==> src/rtl/i2c_burst_seq.sv <==
module i2c_burst_seq #(
  parameter int AW = 4
) (
  input  logic          clk,
  input  logic          rst_n,
  input  logic          reg_wr,
  input  logic          reg_rd,
  input  logic [AW-1:0] reg_addr,
  input  logic [7:0]    reg_wdata,
  output logic [7:0]    reg_rdata,
  output logic          irq,
  output logic          cmd_valid,
  input  logic          cmd_ready,
  output logic [1:0]    cmd_op,
  output logic [6:0]    cmd_addr,
  output logic          cmd_read,
  output logic [7:0]    cmd_wdata,
  input  logic          rsp_done,
  input  logic          rsp_ack,
  input  logic [7:0]    rsp_rdata
);
  localparam int DEPTH = 4;
  localparam int CW = $clog2(DEPTH + 1);
  localparam logic [1:0] OP_START = 2'd0, OP_WRITE = 2'd1, OP_READ = 2'd2, OP_STOP = 2'd3;
  localparam logic [AW-1:0] A_DATA = 0, A_MADR = 1, A_CTRL = 2, A_MODE = 3, A_STAT = 4,
                            A_XSTAT = 5, A_XCNT = 6, A_MASK = 7, A_XCTL = 8, A_DIRECT = 9;

  typedef enum logic [1:0] {ST_IDLE, ST_REQ, ST_WAIT, ST_FIN} st_t;

  st_t         st;
  logic [7:0]  madr, ctrl_q, mode_q, xcnt, mask_q;
  logic [3:0]  direct_q;
  logic [7:0]  buf_q [DEPTH];
  logic [CW-1:0] cnt, done_n;
  logic [1:0]  idx, op_q;
  logic        irqa, err, abort, bus_open, halt_run;

  wire       idle       = (st == ST_IDLE);
  wire [1:0] byte_op    = ctrl_q[1] ? OP_READ : OP_WRITE;
  wire [1:0] n_last     = ctrl_q[5:4];
  wire       stop_after = ctrl_q[3] | ~ctrl_q[2];

  assign cmd_valid = (st == ST_REQ);
  assign cmd_op    = op_q;
  assign cmd_addr  = madr[7:1];
  assign cmd_read  = ctrl_q[1];
  assign cmd_wdata = buf_q[idx];
  assign irq       = irqa;

  always_comb begin
    case (reg_addr)
      A_DATA:   reg_rdata = (cnt == 0) ? 8'hFF : buf_q[0];
      A_MADR:   reg_rdata = madr;
      A_CTRL:   reg_rdata = ctrl_q;
      A_MODE:   reg_rdata = mode_q;
      A_STAT:   reg_rdata = {2'b00, cnt != 0, cnt == CW'(DEPTH), 1'b0, err, irqa, !idle};
      A_XSTAT:  reg_rdata = {1'b0, bus_open ? 3'd5 : 3'd4, 3'b000, abort};
      A_XCNT:   reg_rdata = xcnt;
      A_MASK:   reg_rdata = mask_q;
      A_DIRECT: reg_rdata = {4'h0, direct_q};
      default:  reg_rdata = 8'h00;
    endcase
  end

  always_ff @(posedge clk or negedge rst_n) begin
    if (!rst_n) begin
      st <= ST_IDLE;
      madr <= '0; ctrl_q <= '0; mode_q <= '0; xcnt <= '0; mask_q <= '0;
      direct_q <= 4'hF; cnt <= '0; done_n <= '0; idx <= '0; op_q <= OP_START;
      irqa <= 1'b0; err <= 1'b0; abort <= 1'b0; bus_open <= 1'b0; halt_run <= 1'b0;
      for (int i = 0; i < DEPTH; i++) buf_q[i] <= '0;
    end else begin
      case (st)
        ST_IDLE: begin
          if (reg_wr) begin
            case (reg_addr)
              A_DATA: if (cnt < CW'(DEPTH)) begin
                buf_q[cnt[1:0]] <= reg_wdata;
                cnt <= cnt + 1'b1;
              end
              A_MADR: madr <= reg_wdata;
              A_CTRL: begin
                ctrl_q <= reg_wdata & 8'hFE;
                if (reg_wdata[7] && bus_open) begin
                  op_q <= OP_STOP;
                  halt_run <= 1'b1;
                  st <= ST_REQ;
                  if (mode_q[2] && mask_q[3]) irqa <= 1'b1;
                end else if (reg_wdata[0]) begin
                  idx <= '0;
                  done_n <= '0;
                  op_q <= bus_open ? (reg_wdata[1] ? OP_READ : OP_WRITE) : OP_START;
                  st <= ST_REQ;
                end
              end
              A_MODE: begin
                mode_q <= reg_wdata & 8'h3D;
                if (reg_wdata[6]) begin
                  cnt <= '0;
                  for (int i = 0; i < DEPTH; i++) buf_q[i] <= '0;
                end
              end
              A_STAT:   if (reg_wdata[1]) irqa <= 1'b0;
              A_XSTAT:  if (reg_wdata[0]) abort <= 1'b0;
              A_XCNT:   xcnt <= reg_wdata & 8'h77;
              A_MASK:   mask_q <= reg_wdata;
              A_XCTL: if (reg_wdata[0]) begin
                ctrl_q <= '0; mode_q <= '0; xcnt <= '0; mask_q <= '0; direct_q <= 4'hF;
                irqa <= 1'b0; err <= 1'b0; abort <= 1'b0; cnt <= '0;
                for (int i = 0; i < DEPTH; i++) buf_q[i] <= '0;
              end
              A_DIRECT: direct_q <= reg_wdata[3:0];
              default: ;
            endcase
          end else if (reg_rd && reg_addr == A_DATA && cnt != 0) begin
            for (int i = 0; i < DEPTH - 1; i++) buf_q[i] <= buf_q[i+1];
            buf_q[DEPTH-1] <= '0;
            cnt <= cnt - 1'b1;
          end
        end
        ST_REQ: if (cmd_ready) st <= ST_WAIT;
        ST_WAIT: if (rsp_done) begin
          case (op_q)
            OP_START: begin
              if (rsp_ack) begin
                err <= 1'b0;
                bus_open <= 1'b1;
                op_q <= byte_op;
                st <= ST_REQ;
              end else begin
                err <= 1'b1;
                abort <= 1'b1;
                st <= ST_FIN;
              end
            end
            OP_STOP: begin
              bus_open <= 1'b0;
              if (halt_run) begin
                halt_run <= 1'b0;
                st <= ST_IDLE;
              end else if (idx == n_last) begin
                st <= ST_FIN;
              end else begin
                idx <= idx + 1'b1;
                op_q <= OP_START;
                st <= ST_REQ;
              end
            end
            default: begin
              if (rsp_ack) begin
                if (ctrl_q[1]) buf_q[idx] <= rsp_rdata;
                done_n <= CW'(idx) + 1'b1;
                if (stop_after) begin
                  op_q <= OP_STOP;
                  st <= ST_REQ;
                end else if (idx == n_last) begin
                  st <= ST_FIN;
                end else begin
                  idx <= idx + 1'b1;
                  op_q <= byte_op;
                  st <= ST_REQ;
                end
              end else begin
                err <= 1'b1;
                abort <= 1'b1;
                st <= ST_FIN;
              end
            end
          endcase
        end
        ST_FIN: begin
          xcnt <= 8'(done_n);
          cnt <= done_n;
          if (done_n != 0 && mode_q[2] && mask_q[0]) irqa <= 1'b1;
          st <= ST_IDLE;
        end
        default: st <= ST_IDLE;
      endcase
    end
  end

  p_cmd_hold_r3: assert property (@(posedge clk) disable iff (!rst_n)
    cmd_valid && !cmd_ready |=> cmd_valid && $stable(cmd_op));
  p_start_idle_r3: assert property (@(posedge clk) disable iff (!rst_n)
    cmd_valid && cmd_op == OP_START |-> !bus_open);
  p_stop_open_r4: assert property (@(posedge clk) disable iff (!rst_n)
    cmd_valid && cmd_op == OP_STOP |-> bus_open);
  p_irq_enable_r7: assert property (@(posedge clk) disable iff (!rst_n)
    $rose(irq) |-> $past(mode_q[2]));
  p_buf_bound_r2: assert property (@(posedge clk) disable iff (!rst_n)
    cnt <= CW'(DEPTH));
  p_fin_count_r6: assert property (@(posedge clk) disable iff (!rst_n)
    st == ST_FIN |-> done_n <= CW'(n_last) + 1'b1);
endmodule

==> config.mk <==
export PLATFORM = sky130hd
export DESIGN_NAME = i2c_burst_seq
export DESIGN_NICKNAME = d
export VERILOG_FILES = /design/src/rtl/i2c_burst_seq.sv
export SDC_FILE = /design/constraint.sdc
export NUM_CORES = 1
export LEC_CHECK = 0
export CORE_AREA = 2 2 109 163
export DETAILED_ROUTE_END_ITERATION = 16
export DIE_AREA = 0 0 111 165
export PLACE_DENSITY = 0.59
export SLEW_MARGIN = 40
export SYNTH_ARGS = -nofsm -noshare
export SYNTH_HDL_FRONTEND = slang
export SYNTH_SLANG_ARGS = --single-unit
==> constraint.sdc <==
create_clock -name clk -period 6.98 [get_ports clk]
set_input_delay 1.047 -clock clk [delete_from_list [all_inputs] [get_ports clk]]
set_output_delay 1.047 -clock clk [all_outputs]
set_load 0.005 [all_outputs]
==> results of run 1 <==
==> sequential cells by signal, summed over array words and instances, names as in the netlist <==
register,cells
mask_q,8
mode_q,5
bus_open,1
xcnt,6
halt_run,1
abort,1
direct_q,4
buf_q,32
st,2
done_n,3
err,1
idx,2
irq,1
cmd_op,2
madr,8
ctrl_q,7
cnt,3
==> power by group through the flow <==
stage / Combinational (mW) / Sequential [mW] / Clock, mW
2_1_floorplan: 0.927 / 0.843 / 0
3_3_place_gp: 1.22 / 0.946 / 0
3_5_place_dp: 1.24 / 0.951 / 0
4_1_cts: 1.25 / 0.944 / 0.550
5_1_grt: 1.37 / 0.973 / 0.568
6_report: 1.25 / 0.946 / 0.544
==> metal layers <==
layer / vias up / track usage / routed length (um)
met4: 0 / 0.118 / 1040
met1: 2489 / 0.246 / 7300
met2: 234 / 0.358 / 9360
met3: 61 / 0.0330 / 1100
met5: - / 0 / 0
li1: 2241 / - / -
==> stage by stage <==
stage	setup slack (ns)	instances	power (mW)	utilization	area [um2]
2_1_floorplan	3.52	581	1.77	-	5810
3_3_place_gp	2.11	805	2.17	0.383	6420
3_5_place_dp	2.20	805	2.20	0.382	6410
4_1_cts	2.17	821	2.74	0.402	6740
5_1_grt	2.35	822	2.91	0.402	6740
6_report	2.50	822	2.74	0.402	6740
==> area by class of cell <==
class	count	area (um2)	area share
multi-input combinational	425	3300	0.490
tap	210	263	0.0390
clock buffer	9	225	0.0334
timing repair buffer	61	579	0.0859
sequential	87	2180	0.324
inverter	23	86.3	0.0128
clock inverter	7	103	0.0152
==> placed cells by master, fill, tap and decap left out, types with 4 or more instances in the layout <==
master           netlist  final
dfrtp_1               83     82
clkdlybuf4s50_1        0     50
nand2_1               44     44
mux2_2                32     32
nor2_1                31     31
mux2_1                30     30
a21oi_1               29     29
o21ai_0               26     26
inv_1                 21     21
a221oi_1              21     21
nand2b_1              15     15
nand3_1               15     15
a22o_1                15     15
ha_1                  16     15
and3_1                13     13
nor2b_1               12     12
a31oi_1                9      9
a221o_1                9      9
clkbuf_16              0      9
mux4_2                 8      8
nor3_1                 7      7
mux2i_1                7      7
buf_4                 14      7
o311ai_0               6      6
o311a_1                5      5
nand4_1                5      5
and2_1                 5      5
a41oi_1                4      4
a21o_1                 4      4
o21ai_1                4      4
o22ai_1                4      4
dfstp_2                4      4
==> worst max path at each step <==
stage	from	end
6_report	reg_addr[0]	reg_rdata[0]
5_1_grt	reg_addr[0]	reg_rdata[0]
4_1_cts	reg_addr[2]	reg_rdata[4]
3_5_place_dp	reg_addr[2]	reg_rdata[4]
3_3_place_gp	reg_addr[1]	reg_rdata[4]
2_1_floorplan	reg_addr[2]	reg_rdata[3]
==> cells by family after synthesis <==
| family | share of synthesized area |
|---|---|
| XOR/XNOR | 0.00301 |
| buffers and inverters | 0.0570 |
| adder cells (fa/ha/maj) | 0.0344 |
| AND/OR/NAND/NOR | 0.159 |
| multiplexers | 0.163 |
| flip-flops | 0.375 |
| AO/OA/AOI/OAI | 0.208 |
==> out/qor.yml, run 1 <==
pwr:
  seqPwrFrac: 0.345
  p_leak_nw: 2.85
  p_sw_frac: 0.398
  powerDensity_nw_per_um2: 407
  ir_drop_uv: 146
  pwr-share-clk: 0.198
  switchingPower_mw: 1.09
  pwr-share-comb: 0.457
  p_int_mw: 1.65
worst_hold_path:
  hold_class: "register to register"
  min_path_cells: 1
  min-delay-start: "madr[0]"
  hold_end: "madr[0]"
clock_tree:
  cts_resized: 0
  ctsHoldBuffers: 0
  post_cts_buffers: 0
  cts_max_level: 3
  cts_tree: "built"
  root_buffer: "clkbuf_16"
  clk_pin_slew_ns: 0.07
  numClockSinks: 87
  clockBufferDepth: 2
  insertion_delay_ns: 0.34
  numCtsBuffers: 9
synth:
  synth-seq-cells: 87
  synth_cell_types: 69
  yosysTopAreaCellShare: 0.357
  synth_area_leaders: "dfrtp_1 (36%), mux2_2 (6.2%), mux2_1 (5.8%)"
  syn_inst: 581
  ys_warn_count: 0
  synth-edff-count: 0
  netlist_area_um2: 5810
  synth_most_common_cell: "dfrtp_1"
  yosysTopAreaCell: "dfrtp_1"
  syn_area_per_cell_um2: 10.0
  ys_async_sr_fraction: 1.00
  synth_ff_type: "dfrtp_1"
  yosysSeqAreaShare: 0.375
  syn_nets: 624
  ys_top_cells_by_count: "dfrtp_1 (83), nand2_1 (44), mux2_2 (32)"
setup_path:
  critPathKind: "primary input to output pin"
  ff2ff_path_depth: 8
  crit_path_frequent_cell: "clkdlybuf4s50_1"
  cp_slowest_cell: "nor3_1"
  required_ns: 5.93
  cp.arrival_ns: 3.43
  cp_num_cells: 8
  ff2ff_setup_slack_ns: 3.87
  r2r_start: "st[0]"
  slowest_delay_ns: 0.51
  cp_max_fo: 27
  crit_family: "buffers and inverters"
  worst-path-buf-inv: 3
  cp_cell_sequence: "clkdlybuf4s50_1 > buf_4 > nand2b_1 > nor3_1 > nand2_1 > o311ai_1 > a211o_1 > clkdlybuf4s50_1"
  r2r-end: "cmd_op[1]"
  crit_path_end_kind: "output pin"
  crit_path_start_kind: "primary input"
sta:
  finalSetupTns_ns: 0
  min_period_ns: 4.48
  fmaxAchievable_mhz: 223
  period_share: 0.642
  hold_viol: 0
  relSlewSlack: 0.513
  final-setup-viol-count: 0
  drv_slew: 0
  worst_pin_slew_ns: 0.728
  skew_ns: 0.00510
  holdWs_ns: 0.494
  rsz0062_at_grt: "false"
detailed_routing:
  vias_per_cell: 6.11
  detail_route.wl_per_cell_um: 22.9
  routed_wirelength_um: 18800
  dr.pass1.iters: 6
  drc: 0
  ant_nets: 0
  dr.first_iter.drc_count: 425
  via_count: 5025
floorplanning:
  ios: 55
  dieArea_um2: 18300
  start_util: 0.347
  fp.dieW_um: 111
  fp.coreArea_um2: 16800
  rows: 58
  fp.dieH_um: 165
finish:
  syn_to_final_growth_pct: 16.0
  fill_cells: 1662
  n_antenna_cell: 0
  drive_gt1_frac: 0.145
  nNetsFinal: 650
placement:
  dp.final_hpwl_um: 13600
  io_buffers: 54
  routabilityCongestion: 0.959
global_routing:
  grt_max_degree: 70
  grt_first_pass_wirelength_um: 29200
  grt_overflow: 0
  antenna_found_initial: 0
  grt_usage: 0.207
  grt_pass1_vias: 5018
run_status:
  status: "finished, final reports clean"
job:
  cap_violations: 0
No activity file was read; power rests on OpenSTA's default activity.
==> run 2: changes to the inputs <==
==> constraint.sdc (replaced) <==
create_clock -name clk -period 4.3 [get_ports clk]
set_input_delay 0.645 -clock clk [delete_from_list [all_inputs] [get_ports clk]]
set_output_delay 0.645 -clock clk [all_outputs]
set_load 0.005 [all_outputs]
==> out/qor.yml, run 2 (same netlist as run 1, synthesis figures left out) <==
run_status:
  status: "finished, final reports clean"
job:
  cap_violations: 0
global_routing:
  grt_first_pass_wirelength_um: 30600
  top_usage_layer: "met2"
  grtUsageMet3: 0.0224
  use_met2: 0.389
  grt_pass1_vias: 5155
  grt_usage: 0.217
  grt_overflow: 0
  met1_usage: 0.261
  grt_max_degree: 58
  antenna_found_initial: 0
detailed_routing:
  drc: 0
  via_count: 5138
  routed_wirelength_um: 19800
  dr.first_iter.drc_count: 470
  dr.pass1.iters: 5
  detail_route.wl_per_cell_um: 23.8
  vias_per_cell: 6.19
  ant_nets: 0
pwr:
  powerDensity_nw_per_um2: 651
  ir_drop_uv: 248
  p_leak_nw: 2.88
  pwr-share-clk: 0.185
  switchingPower_mw: 1.81
  p_int_mw: 2.63
  p_sw_frac: 0.407
  seqPwrFrac: 0.349
  power_mw: 4.44
  pwr-share-comb: 0.466
clock_tree:
  ctsHoldBuffers: 0
  cts_max_level: 3
  insertion_delay_ns: 0.34
  root_buffer: "clkbuf_16"
  numClockSinks: 87
  cts_resized: 0
  clockBufferDepth: 2
  clk_pin_slew_ns: 0.07
  numCtsBuffers: 9
  post_cts_buffers: 0
  cts_tree: "built"
sta:
  worst_pin_slew_ns: 0.766
  drv_slew: 0
  hold_viol: 0
  final-setup-viol-count: 0
  fmaxAchievable_mhz: 265
  period_share: 0.878
  relSlewSlack: 0.485
  min_period_ns: 3.78
  finalSetupTns_ns: 0
  skew_ns: 0.00366
  rsz0062_at_grt: "false"
setup_path:
  crit_path_end_kind: "output pin"
  crit_path_frequent_cell: "clkdlybuf4s50_1"
  cp.arrival_ns: 3.13
  crit_family: "buffers and inverters"
  required_ns: 3.65
  cp_slowest_cell: "clkdlybuf4s50_1"
  slowest_delay_ns: 0.90
  cp_max_fo: 16
  worst-path-buf-inv: 2
  cp_cell_sequence: "clkdlybuf4s50_1 > nand2b_1 > nor3_1 > nand2_1 > o311ai_0 > clkdlybuf4s50_1"
  crit_path_start_kind: "primary input"
  critPathKind: "primary input to output pin"
finish:
  regArea_um2: 2180
  fill_cells: 1652
  largest_reg_flops: 32
  final_cell_mix: "dfrtp_1 (83), clkdlybuf4s50_1 (53), nand2_1 (44), mux2_2 (32), nor2_1 (31)"
  final_common_cell: "dfrtp_1"
  multi_input_area_um2: 3300
  regMostFlops: "buf_q"
  largest_registers: "buf_q x32, madr x8, mask_q x8"
  n_antenna_cell: 0
  drive_gt1_frac: 0.150
  syn_to_final_growth_pct: 17.2
  nNetsFinal: 658
floorplanning:
  rows: 58
  dieArea_um2: 18300
  ios: 55
  fp.coreArea_um2: 16800
  fp.dieH_um: 165
  start_util: 0.347
  fp.dieW_um: 111
placement:
  routabilityCongestion: 0.946
  dp.final_hpwl_um: 14200
  io_buffers: 54
worst_hold_path:
  hold_class: "primary input to asynchronous set/reset pin"
run 2: cell count changes in the layout (fill, tap and decap cells not counted), sizes merged:
| cell | change |
|---|---|
| buf | +5 |
| bufinv | -1 |
| clkdlybuf4s50 | +3 |
| clkinv | +2 |
| clkinvlp | +1 |
| inv | -2 |
run 2: metrics by stage:
step / util / hold slack (ns) / setup WS [ns] / cell area (um2) / cells
2_1_floorplan: - / 0.349 / 1.64 / 5810 / 581
3_3_place_gp: 0.387 / 0.473 / 0.581 / 6490 / 813
3_5_place_dp: 0.388 / 0.481 / 0.563 / 6510 / 814
4_1_cts: 0.407 / 0.249 / 0.524 / 6820 / 830
5_1_grt: 0.407 / 0.259 / 0.312 / 6820 / 830
6_report: 0.407 / 0.238 / 0.525 / 6820 / 830
run 2: layer usage:
metal / vias up / part of all wire
met5: - / 0
met4: 0 / 0.049
met3: 56 / 0.050
met2: 247 / 0.51
met1: 2577 / 0.39
li1: 2258 / -
run 2: cell type report:
class                      count  share of cell area
multi-input combinational    425               0.485
sequential                    87               0.320
timing repair buffer          69              0.0991
tap                          210              0.0386
clock buffer                   9              0.0330
inverter                      23              0.0127
clock inverter                 7              0.0117
run 2: path summary, 6_finish.rpt:
check / slack [ns] / depth (start not counted) / to / start
max: 0.52 / 6 / reg_rdata[7] / reg_addr[0]
min: 0.24 / 1 / xcnt[4] / rst_n
max reg2reg: 1.50 / 7 / buf_q[6] / st[1]
min reg2reg: 0.50 / 1 / madr[0] / madr[0]
max in group asynchronous: 3.34 / 2 / direct_q[1] / rst_n
min in group clk: 0.50 / 1 / madr[0] / madr[0]
run 2: power by group through the flow:
stage / combinational, mW / sequential (mW) / clock, mW
global placement: 2.00 / 1.54 / 0
finish: 2.07 / 1.55 / 0.821
CTS: 2.06 / 1.54 / 0.835
detailed placement: 2.06 / 1.55 / 0
global route: 2.25 / 1.58 / 0.867
floorplan: 1.50 / 1.37 / 0
==> run 3: changes to the inputs <==
--- a/config.mk
+++ b/config.mk
@@ -6,8 +6,10 @@
 export NUM_CORES = 1
 export LEC_CHECK = 0
 export CORE_AREA = 2 2 109 163
+export CTS_CLUSTER_SIZE = 30
 export DETAILED_ROUTE_END_ITERATION = 16
 export DIE_AREA = 0 0 111 165
+export HOLD_SLACK_MARGIN = 0.08
 export PLACE_DENSITY = 0.59
 export SLEW_MARGIN = 40
 export SYNTH_ARGS = -nofsm -noshare
==> results of run 3 <==
No change in the layout: final DEF, timing and power equal those of run 2.
